$ cat config.mk
export PLATFORM = sky130hd
export DESIGN_NAME = triple_product_pipe
export DESIGN_NICKNAME = d
export VERILOG_FILES = /design/src/rtl/tpp_pkg.sv /design/src/rtl/tpp_mul_pipe.sv /design/src/rtl/tpp_fifo.sv /design/src/rtl/triple_product_pipe.sv
export SDC_FILE = /design/constraint.sdc
export NUM_CORES = 2
export LEC_CHECK = 0
export BUFFER_PORTS_ARGS = -buffer_cell sky130_fd_sc_hd__clkbuf_2
export CAP_MARGIN = 20
export CORE_UTILIZATION = 64
export DETAILED_ROUTE_END_ITERATION = 7
export PLACE_DENSITY = 0.81
export SLEW_MARGIN = 30
export SYNTH_ARGS = -nofsm -noshare
export SYNTH_HDL_FRONTEND = slang
export SYNTH_SLANG_ARGS = --single-unit
$ cat constraint.sdc
create_clock -name clk -period 9.93 [get_ports clk]
set_input_delay 1.986 -clock clk [delete_from_list [all_inputs] [get_ports clk]]
set_output_delay 1.986 -clock clk [all_outputs]
set_load 0.02 [all_outputs]
$ cat src/rtl/tpp_pkg.sv
package tpp_pkg;
   // Pointer width for a storage of the given depth (at least one bit).
   function automatic int unsigned ptr_w(int unsigned depth);
      return (depth > 1) ? $clog2(depth) : 1;
   endfunction

   // Width of a counter that must reach the value n inclusive.
   function automatic int unsigned cnt_w(int unsigned n);
      return $clog2(n + 1);
   endfunction
endpackage

$ cat src/rtl/tpp_mul_pipe.sv
module tpp_mul_pipe #(
   parameter int unsigned W   = 32,
   parameter int unsigned LAT = 7
) (
   input  logic         clk,
   input  logic         rst_n,
   input  logic         in_vld,
   input  logic [W-1:0] in_x,
   input  logic [W-1:0] in_y,
   output logic         out_vld,
   output logic [W-1:0] out_p
);
   generate
      if (LAT < 1) begin : g_bad_lat
         $error("tpp_mul_pipe: LAT must be at least 1");
      end
   endgenerate

   logic [W-1:0] stg [LAT];
   logic [LAT-1:0] vld;

   always_ff @(posedge clk) begin
      stg[0] <= in_x * in_y;
   end

   generate
      for (genvar i = 1; i < LAT; i++) begin : g_stage
         always_ff @(posedge clk) begin
            stg[i] <= stg[i-1];
         end
      end

      if (LAT == 1) begin : g_vld_single
         always_ff @(posedge clk) begin
            if (!rst_n) vld <= '0;
            else        vld <= in_vld;
         end
      end else begin : g_vld_chain
         always_ff @(posedge clk) begin
            if (!rst_n) vld <= '0;
            else        vld <= {vld[LAT-2:0], in_vld};
         end
      end
   endgenerate

   assign out_vld = vld[LAT-1];
   assign out_p   = stg[LAT-1];
endmodule

$ cat src/rtl/tpp_fifo.sv
module tpp_fifo #(
   parameter int unsigned W     = 32,
   parameter int unsigned DEPTH = 7
) (
   input  logic         clk,
   input  logic         rst_n,
   input  logic         push,
   input  logic [W-1:0] din,
   input  logic         pop,
   output logic [W-1:0] dout,
   output logic         empty,
   output logic         full
);
   localparam int unsigned PW = tpp_pkg::ptr_w(DEPTH);
   localparam int unsigned CW = tpp_pkg::cnt_w(DEPTH);

   generate
      if (DEPTH < 1) begin : g_bad_depth
         $error("tpp_fifo: DEPTH must be at least 1");
      end
   endgenerate

   logic [W-1:0]  mem [DEPTH];
   logic [PW-1:0] wr_ptr, rd_ptr;
   logic [CW-1:0] cnt;

   assign empty = (cnt == '0);
   assign full  = (cnt == CW'(DEPTH));
   assign dout  = mem[rd_ptr];

   always_ff @(posedge clk) begin
      if (push) mem[wr_ptr] <= din;
   end

   always_ff @(posedge clk) begin
      if (!rst_n) begin
         wr_ptr <= '0;
         rd_ptr <= '0;
         cnt    <= '0;
      end else begin
         if (push) wr_ptr <= (wr_ptr == PW'(DEPTH - 1)) ? '0 : wr_ptr + 1'b1;
         if (pop)  rd_ptr <= (rd_ptr == PW'(DEPTH - 1)) ? '0 : rd_ptr + 1'b1;
         cnt <= cnt + CW'(push) - CW'(pop);
      end
   end

   // a push into a full store is only legal alongside a pop.
   assert_no_overflow_R6: assert property (@(posedge clk) disable iff (!rst_n)
      push && full |-> pop);
   // never pop an empty store.
   assert_no_underflow_R9: assert property (@(posedge clk) disable iff (!rst_n)
      pop |-> !empty);
endmodule

$ cat src/rtl/triple_product_pipe.sv
module triple_product_pipe #(
   parameter int unsigned DATA_W    = 32,
   parameter int unsigned MUL_LAT   = 7,
   parameter int unsigned FWD_DEPTH = 7
) (
   input  logic              clk,
   input  logic              rst_n,
   input  logic              in_valid,
   output logic              in_ready,
   input  logic [DATA_W-1:0] in_a,
   input  logic [DATA_W-1:0] in_b,
   input  logic [DATA_W-1:0] in_c,
   output logic              out_valid,
   input  logic              out_ready,
   output logic [DATA_W-1:0] out_data
);
   localparam int unsigned CREDITS = 2 * MUL_LAT + 2;
   localparam int unsigned FW      = tpp_pkg::cnt_w(CREDITS);

   generate
      if (DATA_W < 1 || FWD_DEPTH < 1 || MUL_LAT < 1) begin : g_bad_cfg
         $error("triple_product_pipe: DATA_W, MUL_LAT and FWD_DEPTH must be positive");
      end
   endgenerate

   logic              accept, out_pop;
   logic              m1_vld, m2_vld;
   logic [DATA_W-1:0] m1_p, m2_p, c_head;
   logic              fwd_empty, fwd_full, res_empty, res_full;
   logic [FW-1:0]     inflight;

   assign in_ready  = (!fwd_full || m1_vld) && (inflight < FW'(CREDITS));
   assign accept    = in_valid && in_ready;
   assign out_valid = !res_empty;
   assign out_pop   = out_valid && out_ready;

   tpp_mul_pipe #(.W(DATA_W), .LAT(MUL_LAT)) u_mul_ab (
      .clk(clk), .rst_n(rst_n), .in_vld(accept), .in_x(in_a), .in_y(in_b),
      .out_vld(m1_vld), .out_p(m1_p));

   tpp_fifo #(.W(DATA_W), .DEPTH(FWD_DEPTH)) u_fwd_c (
      .clk(clk), .rst_n(rst_n), .push(accept), .din(in_c), .pop(m1_vld),
      .dout(c_head), .empty(fwd_empty), .full(fwd_full));

   tpp_mul_pipe #(.W(DATA_W), .LAT(MUL_LAT)) u_mul_abc (
      .clk(clk), .rst_n(rst_n), .in_vld(m1_vld), .in_x(m1_p), .in_y(c_head),
      .out_vld(m2_vld), .out_p(m2_p));

   tpp_fifo #(.W(DATA_W), .DEPTH(CREDITS)) u_result (
      .clk(clk), .rst_n(rst_n), .push(m2_vld), .din(m2_p), .pop(out_pop),
      .dout(out_data), .empty(res_empty), .full(res_full));

   always_ff @(posedge clk) begin
      if (!rst_n) inflight <= '0;
      else        inflight <= inflight + FW'(accept) - FW'(out_pop);
   end

   // the credit count never passes the result buffer size.
   assert_credit_bound_R7: assert property (@(posedge clk) disable iff (!rst_n)
      inflight <= FW'(CREDITS));
   // a stalled result is held.
   assert_out_hold_R7: assert property (@(posedge clk) disable iff (!rst_n)
      out_valid && !out_ready |=> out_valid && $stable(out_data));
   // every first-stage product finds its forwarded operand.
   assert_fwd_ready_R9: assert property (@(posedge clk) disable iff (!rst_n)
      m1_vld |-> !fwd_empty);
   // a finished product always has room in the result buffer.
   assert_result_room_R2: assert property (@(posedge clk) disable iff (!rst_n)
      m2_vld |-> !res_full || out_pop);
endmodule

After elaboration in Yosys (flattened, before gate mapping)
Memories as Yosys holds them, arrays and structs flattened. A register that Yosys moved wholly into a read port is not among the register bits.
Cells that the tools add are included.

storage, ports and cells
  register bits = 41
  RAM bits = 1184
  input port bits = 100
  memories = 4

memories
  memory         depth  bits a word  rd ports  clocked after Yosys merged registers in  wr ports  RTL line            text
  u_result.mem   16     32           1         1                                        1         tpp_fifo.sv:23      logic [W-1:0] mem [DEPTH];
  u_fwd_c.mem    7      32           1         1                                        1         tpp_fifo.sv:23
  u_mul_ab.stg   7      32           7         0                                        7         tpp_mul_pipe.sv:19  logic [W-1:0] stg [LAT];
  u_mul_abc.stg  7      32           7         0                                        7         tpp_mul_pipe.sv:19

operators by class
  add/sub/neg operators = 10
  multiply operators = 2
  order comparisons = 1
  eq/ne operators = 5
  muxes and demuxes = 12
  reduce and logical (&&, ||, !) cells = 7

operators by type and width
  cell                   count
  $mul A32 B32 Y32       2
  $mux W4                4
  $mux W3                4
  $add A5 B1 Y5          2
  $sub A5 B1 Y5          2
  $eq A3 B3 Y1 const B   3
  $add A4 B1 Y4 const B  2
  $eq A4 B4 Y1 const B   2
  $add A3 B1 Y3 const B  2
  $logic_not A5 Y1       1
  $lt A5 B5 Y1 const B   1
  $mux W1                4
  $add A3 B1 Y3          1
  $logic_and A1 B1 Y1    3
  $sub A3 B1 Y3          1
  $logic_not A1 Y1       2
  $logic_or A1 B1 Y1     1

Longest topological paths before layout
  depth after elaboration = 7
  mapped depth = 37

Hierarchy
From an unflattened synthesis, not the netlist that was laid out.

unflattened totals
  cell total of the unflattened synthesis = 5326
  area, all modules = 70974.3 um2

modules (own cells, without submodules)
  module                    instances  cells each  area an instance (um2)  seq. area each (um2)
  tpp_mul_pipe (u_mul_abc)  1          1944        20450.9                 4624.4
  tpp_mul_pipe (u_mul_ab)   1          1952        20443.4                 4624.4
  tpp_fifo (u_result)       1          887         20029.2                 15715.1
  tpp_fifo (u_fwd_c)        1          505         9714.3                  6966.7
  triple_product_pipe       1          38          336.6                   100.1

Least setup slack after synthesis
Ideal clock, no wire load.

  path type = input-to-reg
  start point = input in_b[2]
  end point = memory u_mul_ab.stg[0][30]
  arrival time = 8.668 ns
  path slack = 1.190 ns
  stages = 26
  buffers on the path = 2
  path through = clkbuf_1 -> buf_1 -> nand2_1 -> fa_1 -> inv_1 -> fa_1 -> inv_1 -> fa_1 -> fa_1 -> inv_1 -> fa_1 -> fa_1 -> fa_1 -> fa_1 -> ha_1 -> a21o_1 -> a21o_1 -> a21oi_1 -> a21oi_1 -> or2_2 -> a41oi_2 -> o21bai_1 -> a21oi_1 -> o21ai_1 -> a21oi_1 -> xnor2_1

RTL lines
  what                RTL line                   text
  start: declaration  triple_product_pipe.sv:11  input logic [DATA_W-1:0] in_b,
  end: declaration    tpp_mul_pipe.sv:19

==> flow_summary.yaml <==
status:
  outcome: "completed"
logic_synthesis:
  postSynth.topFlopCell: "edfxtp_1"
  synthDistinctLibCells: 63
  ys_async_sr_fraction_pct: 0
  mappedNetlistNets: 6565
  synth_enable_flop_cells: 736
  seq_area_frac_synth_pct: 45.8
  synth-warning-count: 0
  post_synth.cell_area_avg_sq_um: 13.0
  syn-cell-area_sq_um: 70000
  yosys_register_bits: 1232
  syn-instance-count: 5382
timing:
  rsz0062_at_grt: "false"
  timing.fmax_mhz: 111
  period_minus_slack_ns: 8.98
  layout_worst_path_cycle_share_pct: 90.4
  timing.final.max_slew_violations: 0
  finalHoldViolations: 0
  setup_viol: 0
  max_slew_margin_vs_limit_pct: 36.2
  final_skew_ns: 0.0896
  totalNegativeSetupSlack_ns: 0
  worstMarginPinSlew_ns: 0.957
critical_path:
  critical_path.most_common_cell: "fa_1"
  crit_path_top_delay_cell: "dfxtp_4"
  worst-path-max-fanout: 55
  critPathCaptureType: "flip-flop"
  timing.setup.critical_path_class: "reg -> reg"
  timing.critical_path.arrival_ns: 9.57
  worst_ep_required_time_ns: 10.52
  length_in_cells_of_the_worst_reg_to_reg_path: 29
  worst_setup_path_start_kind: "flip-flop"
  max_stage_delay_ns: 0.79
global_route:
  number_of_antenna_violations_at_the_first_check_in_global_routing: 2
  global_route.overflow_total: 0
  groute.usage.overall_pct: 28.5
  number_of_global_route_vias_before_repair: 43500
  grt_pass1_wl_um: 240000
  grt_max_degree: 56
detailed_routing:
  drt-initial-drc-count: 3364
  detail_route.wirelength_um: 151000
  drt-vias-per-instance: 5.70
  drt_pre_antenna_iters: 8
  detailroute.via_count: 39700
  antenna_violating_nets_post_route: 0
  drt_drc_violations_left: 0
  average_wire_per_standard_cell_um: 21.7
final_layout:
  number_of_nets_in_the_final_layout: 6638
  post-route-util_pct: 70.5
  fill_cells: 7054
  syn2layout_area_growth_pct: 8.52
  post-route-cell-area_sq_um: 76000
  drive_gt1_share_pct: 11.8
floorplanning:
  dieHeight_um: 333
  placeableCoreArea_sq_um: 108000
  start_util_pct: 64.9
  die_x_um: 333
  core.rowCount: 120
  dieArea_sq_um: 111000
  num_io_pins: 134
clock_network:
  number_of_clock_buffers_inserted_by_tritoncts: 112
  cts_tree: "yes"
  cts.clk_slew.worst_paths_ns: 0.07
  cts_max_level: 3
  number_of_clock_sinks: 1232
  post_cts.resized_instances: 0
  clk-insertion-delay-late_ns: 0.74
  postCtsHoldBufs: 0
  clk_root_buffer_cell: "clkbuf_16"
  post-cts-setup-buffers: 0
  cts.path.max_buffers: 3
placed_design:
  placedInstanceArea_sq_um: 72100
  io_buffer_count: 133
  dp.final_hpwl_um: 100000
  gp_congestion: 0.899
job:
  cap_viol_max_count: 0
hold_path:
  holdCritPathClass: "reg -> reg"
  worstHoldPathCells: 0
==> cell usage in the layout, fill, tap and decap left out, drive strengths merged, types with 2 or more instances in the layout <==
master    instances
a41oi             3
fa              819
mux2i            59
edfxtp          736
o221ai           12
clkbuf          289
nor3b             2
a211oi            2
and3              5
or3               2
nand2b            7
mux4            180
o21ai            53
nor4              3
dfxtp           496
clkinv           45
and2            460
nor2             41
o21a              4
nor3             12
diode             2
ha              264
o21bai           15
o311a             2
inv             942
a311oi            2
xor2             45
mux2             20
nand2           693
a311o             2
buf              73
a21o             24
or2               2
a21oi            60
nand3            10
bufinv            5
nor2b             8
clkinvlp          6
xnor2           139
==> cells by family after synthesis <==
| family | share of synthesized area [%] |
|---|---|
| flip-flops | 45.8 |
| AND/OR/NAND/NOR | 8.52 |
| multiplexers | 6.98 |
| AO/OA/AOI/OAI | 1.81 |
| adder cells (fa/ha/maj) | 28.1 |
| XOR/XNOR | 2.31 |
| buffers and inverters | 6.47 |
==> final timing paths <==
path	startpoint	endpoint	slack [ns]
worst min register to register	u_mul_ab.stg[1][6]$_DFF_P_	u_mul_ab.stg[2][6]$_DFF_P_	0.25
worst max register to register	flip-flop	u_mul_abc.stg[0][30]$_DFF_P_	0.95
worst max-delay path	flip-flop	u_mul_abc.stg[0][30]$_DFF_P_	0.95
worst min-delay path	u_mul_ab.stg[1][6]$_DFF_P_	u_mul_ab.stg[2][6]$_DFF_P_	0.25
==> registers in the layout, summed over array words and instances (netlist names), named ones only <==
signal	count
u_mul_abc.vld	7
u_result.cnt	5
u_result.wr_ptr	4
u_result.rd_ptr	4
inflight	5
u_mul_abc.stg	224
u_fwd_c.mem	224
u_mul_ab.vld	7
u_fwd_c.cnt	3
u_result.mem	512
u_fwd_c.rd_ptr	3
u_mul_ab.stg	224
u_fwd_c.wr_ptr	3
==> per-layer routing <==
metal | part of all wire (%) | GRT usage, % | up-vias
met4 | 4.0 | 11.7 | 4
met3 | 7.2 | 4.58 | 409
met5 | 0.022 | 0 | -
li1 | - | - | 17200
met1 | 37 | 34.7 | 20300
met2 | 52 | 50.6 | 1742
==> worst max-delay path, delay by kind of cell (launching register included) <==
kind            cells  cell delay (ns)
mux                 1             0.16
fa+ha+maj           8             3.79
compound gates      9             2.36
buf+inv             5             0.98
xor+xnor            1             0.13
simple gates        5             0.56
flops               1             0.79
==> final cells by class <==
| type | instances | area (sq um) | share of cell area, % |
|---|---|---|---|
| Multi-Input combinational cell | 2963 | 33500 | 44.1 |
| Sequential cell | 1232 | 32000 | 42.2 |
| Clock inverter | 58 | 612 | 0.806 |
| Inverter | 940 | 3530 | 4.65 |
| Timing Repair Buffer | 206 | 1230 | 1.62 |
| Antenna cell | 2 | 5.00 | 0.00659 |
| Clock buffer | 156 | 3270 | 4.31 |
| Tap cell | 1403 | 1760 | 2.31 |
==> synthesized netlist by cell type, types with 15 or more instances <==
| library cell | n | area, sq um |
|---|---|---|
| and2_1 | 460 | 2880 |
| dfxtp_1 | 496 | 9930 |
| nand2_1 | 690 | 2590 |
| a21oi_1 | 57 | 285 |
| nor2_1 | 41 | 154 |
| mux2_2 | 18 | 203 |
| edfxtp_1 | 736 | 22100 |
| xnor2_1 | 139 | 1220 |
| buf_1 | 15 | 56.3 |
| mux4_2 | 178 | 4010 |
| o21bai_1 | 15 | 113 |
| mux2i_1 | 59 | 591 |
| o21ai_0 | 44 | 220 |
| inv_1 | 939 | 3520 |
| a21o_1 | 24 | 180 |
| clkbuf_1 | 214 | 803 |
| ha_1 | 264 | 3300 |
| fa_1 | 819 | 16400 |
| xor2_1 | 44 | 385 |
==> per-stage QoR <==
stage	hold WS, ns	cells	worst slack (ns)
after floorplan	0.310	5382	1.19
after global placement	0.310	6743	0.886
after detailed placement	0.312	6743	0.694
after CTS	0.240	6957	0.999
after global routing	0.257	6958	0.519
final	0.251	6960	0.951
Power is not shown: default switching activity piles up to over one toggle a cycle in this logic, so the estimate is an artifact.
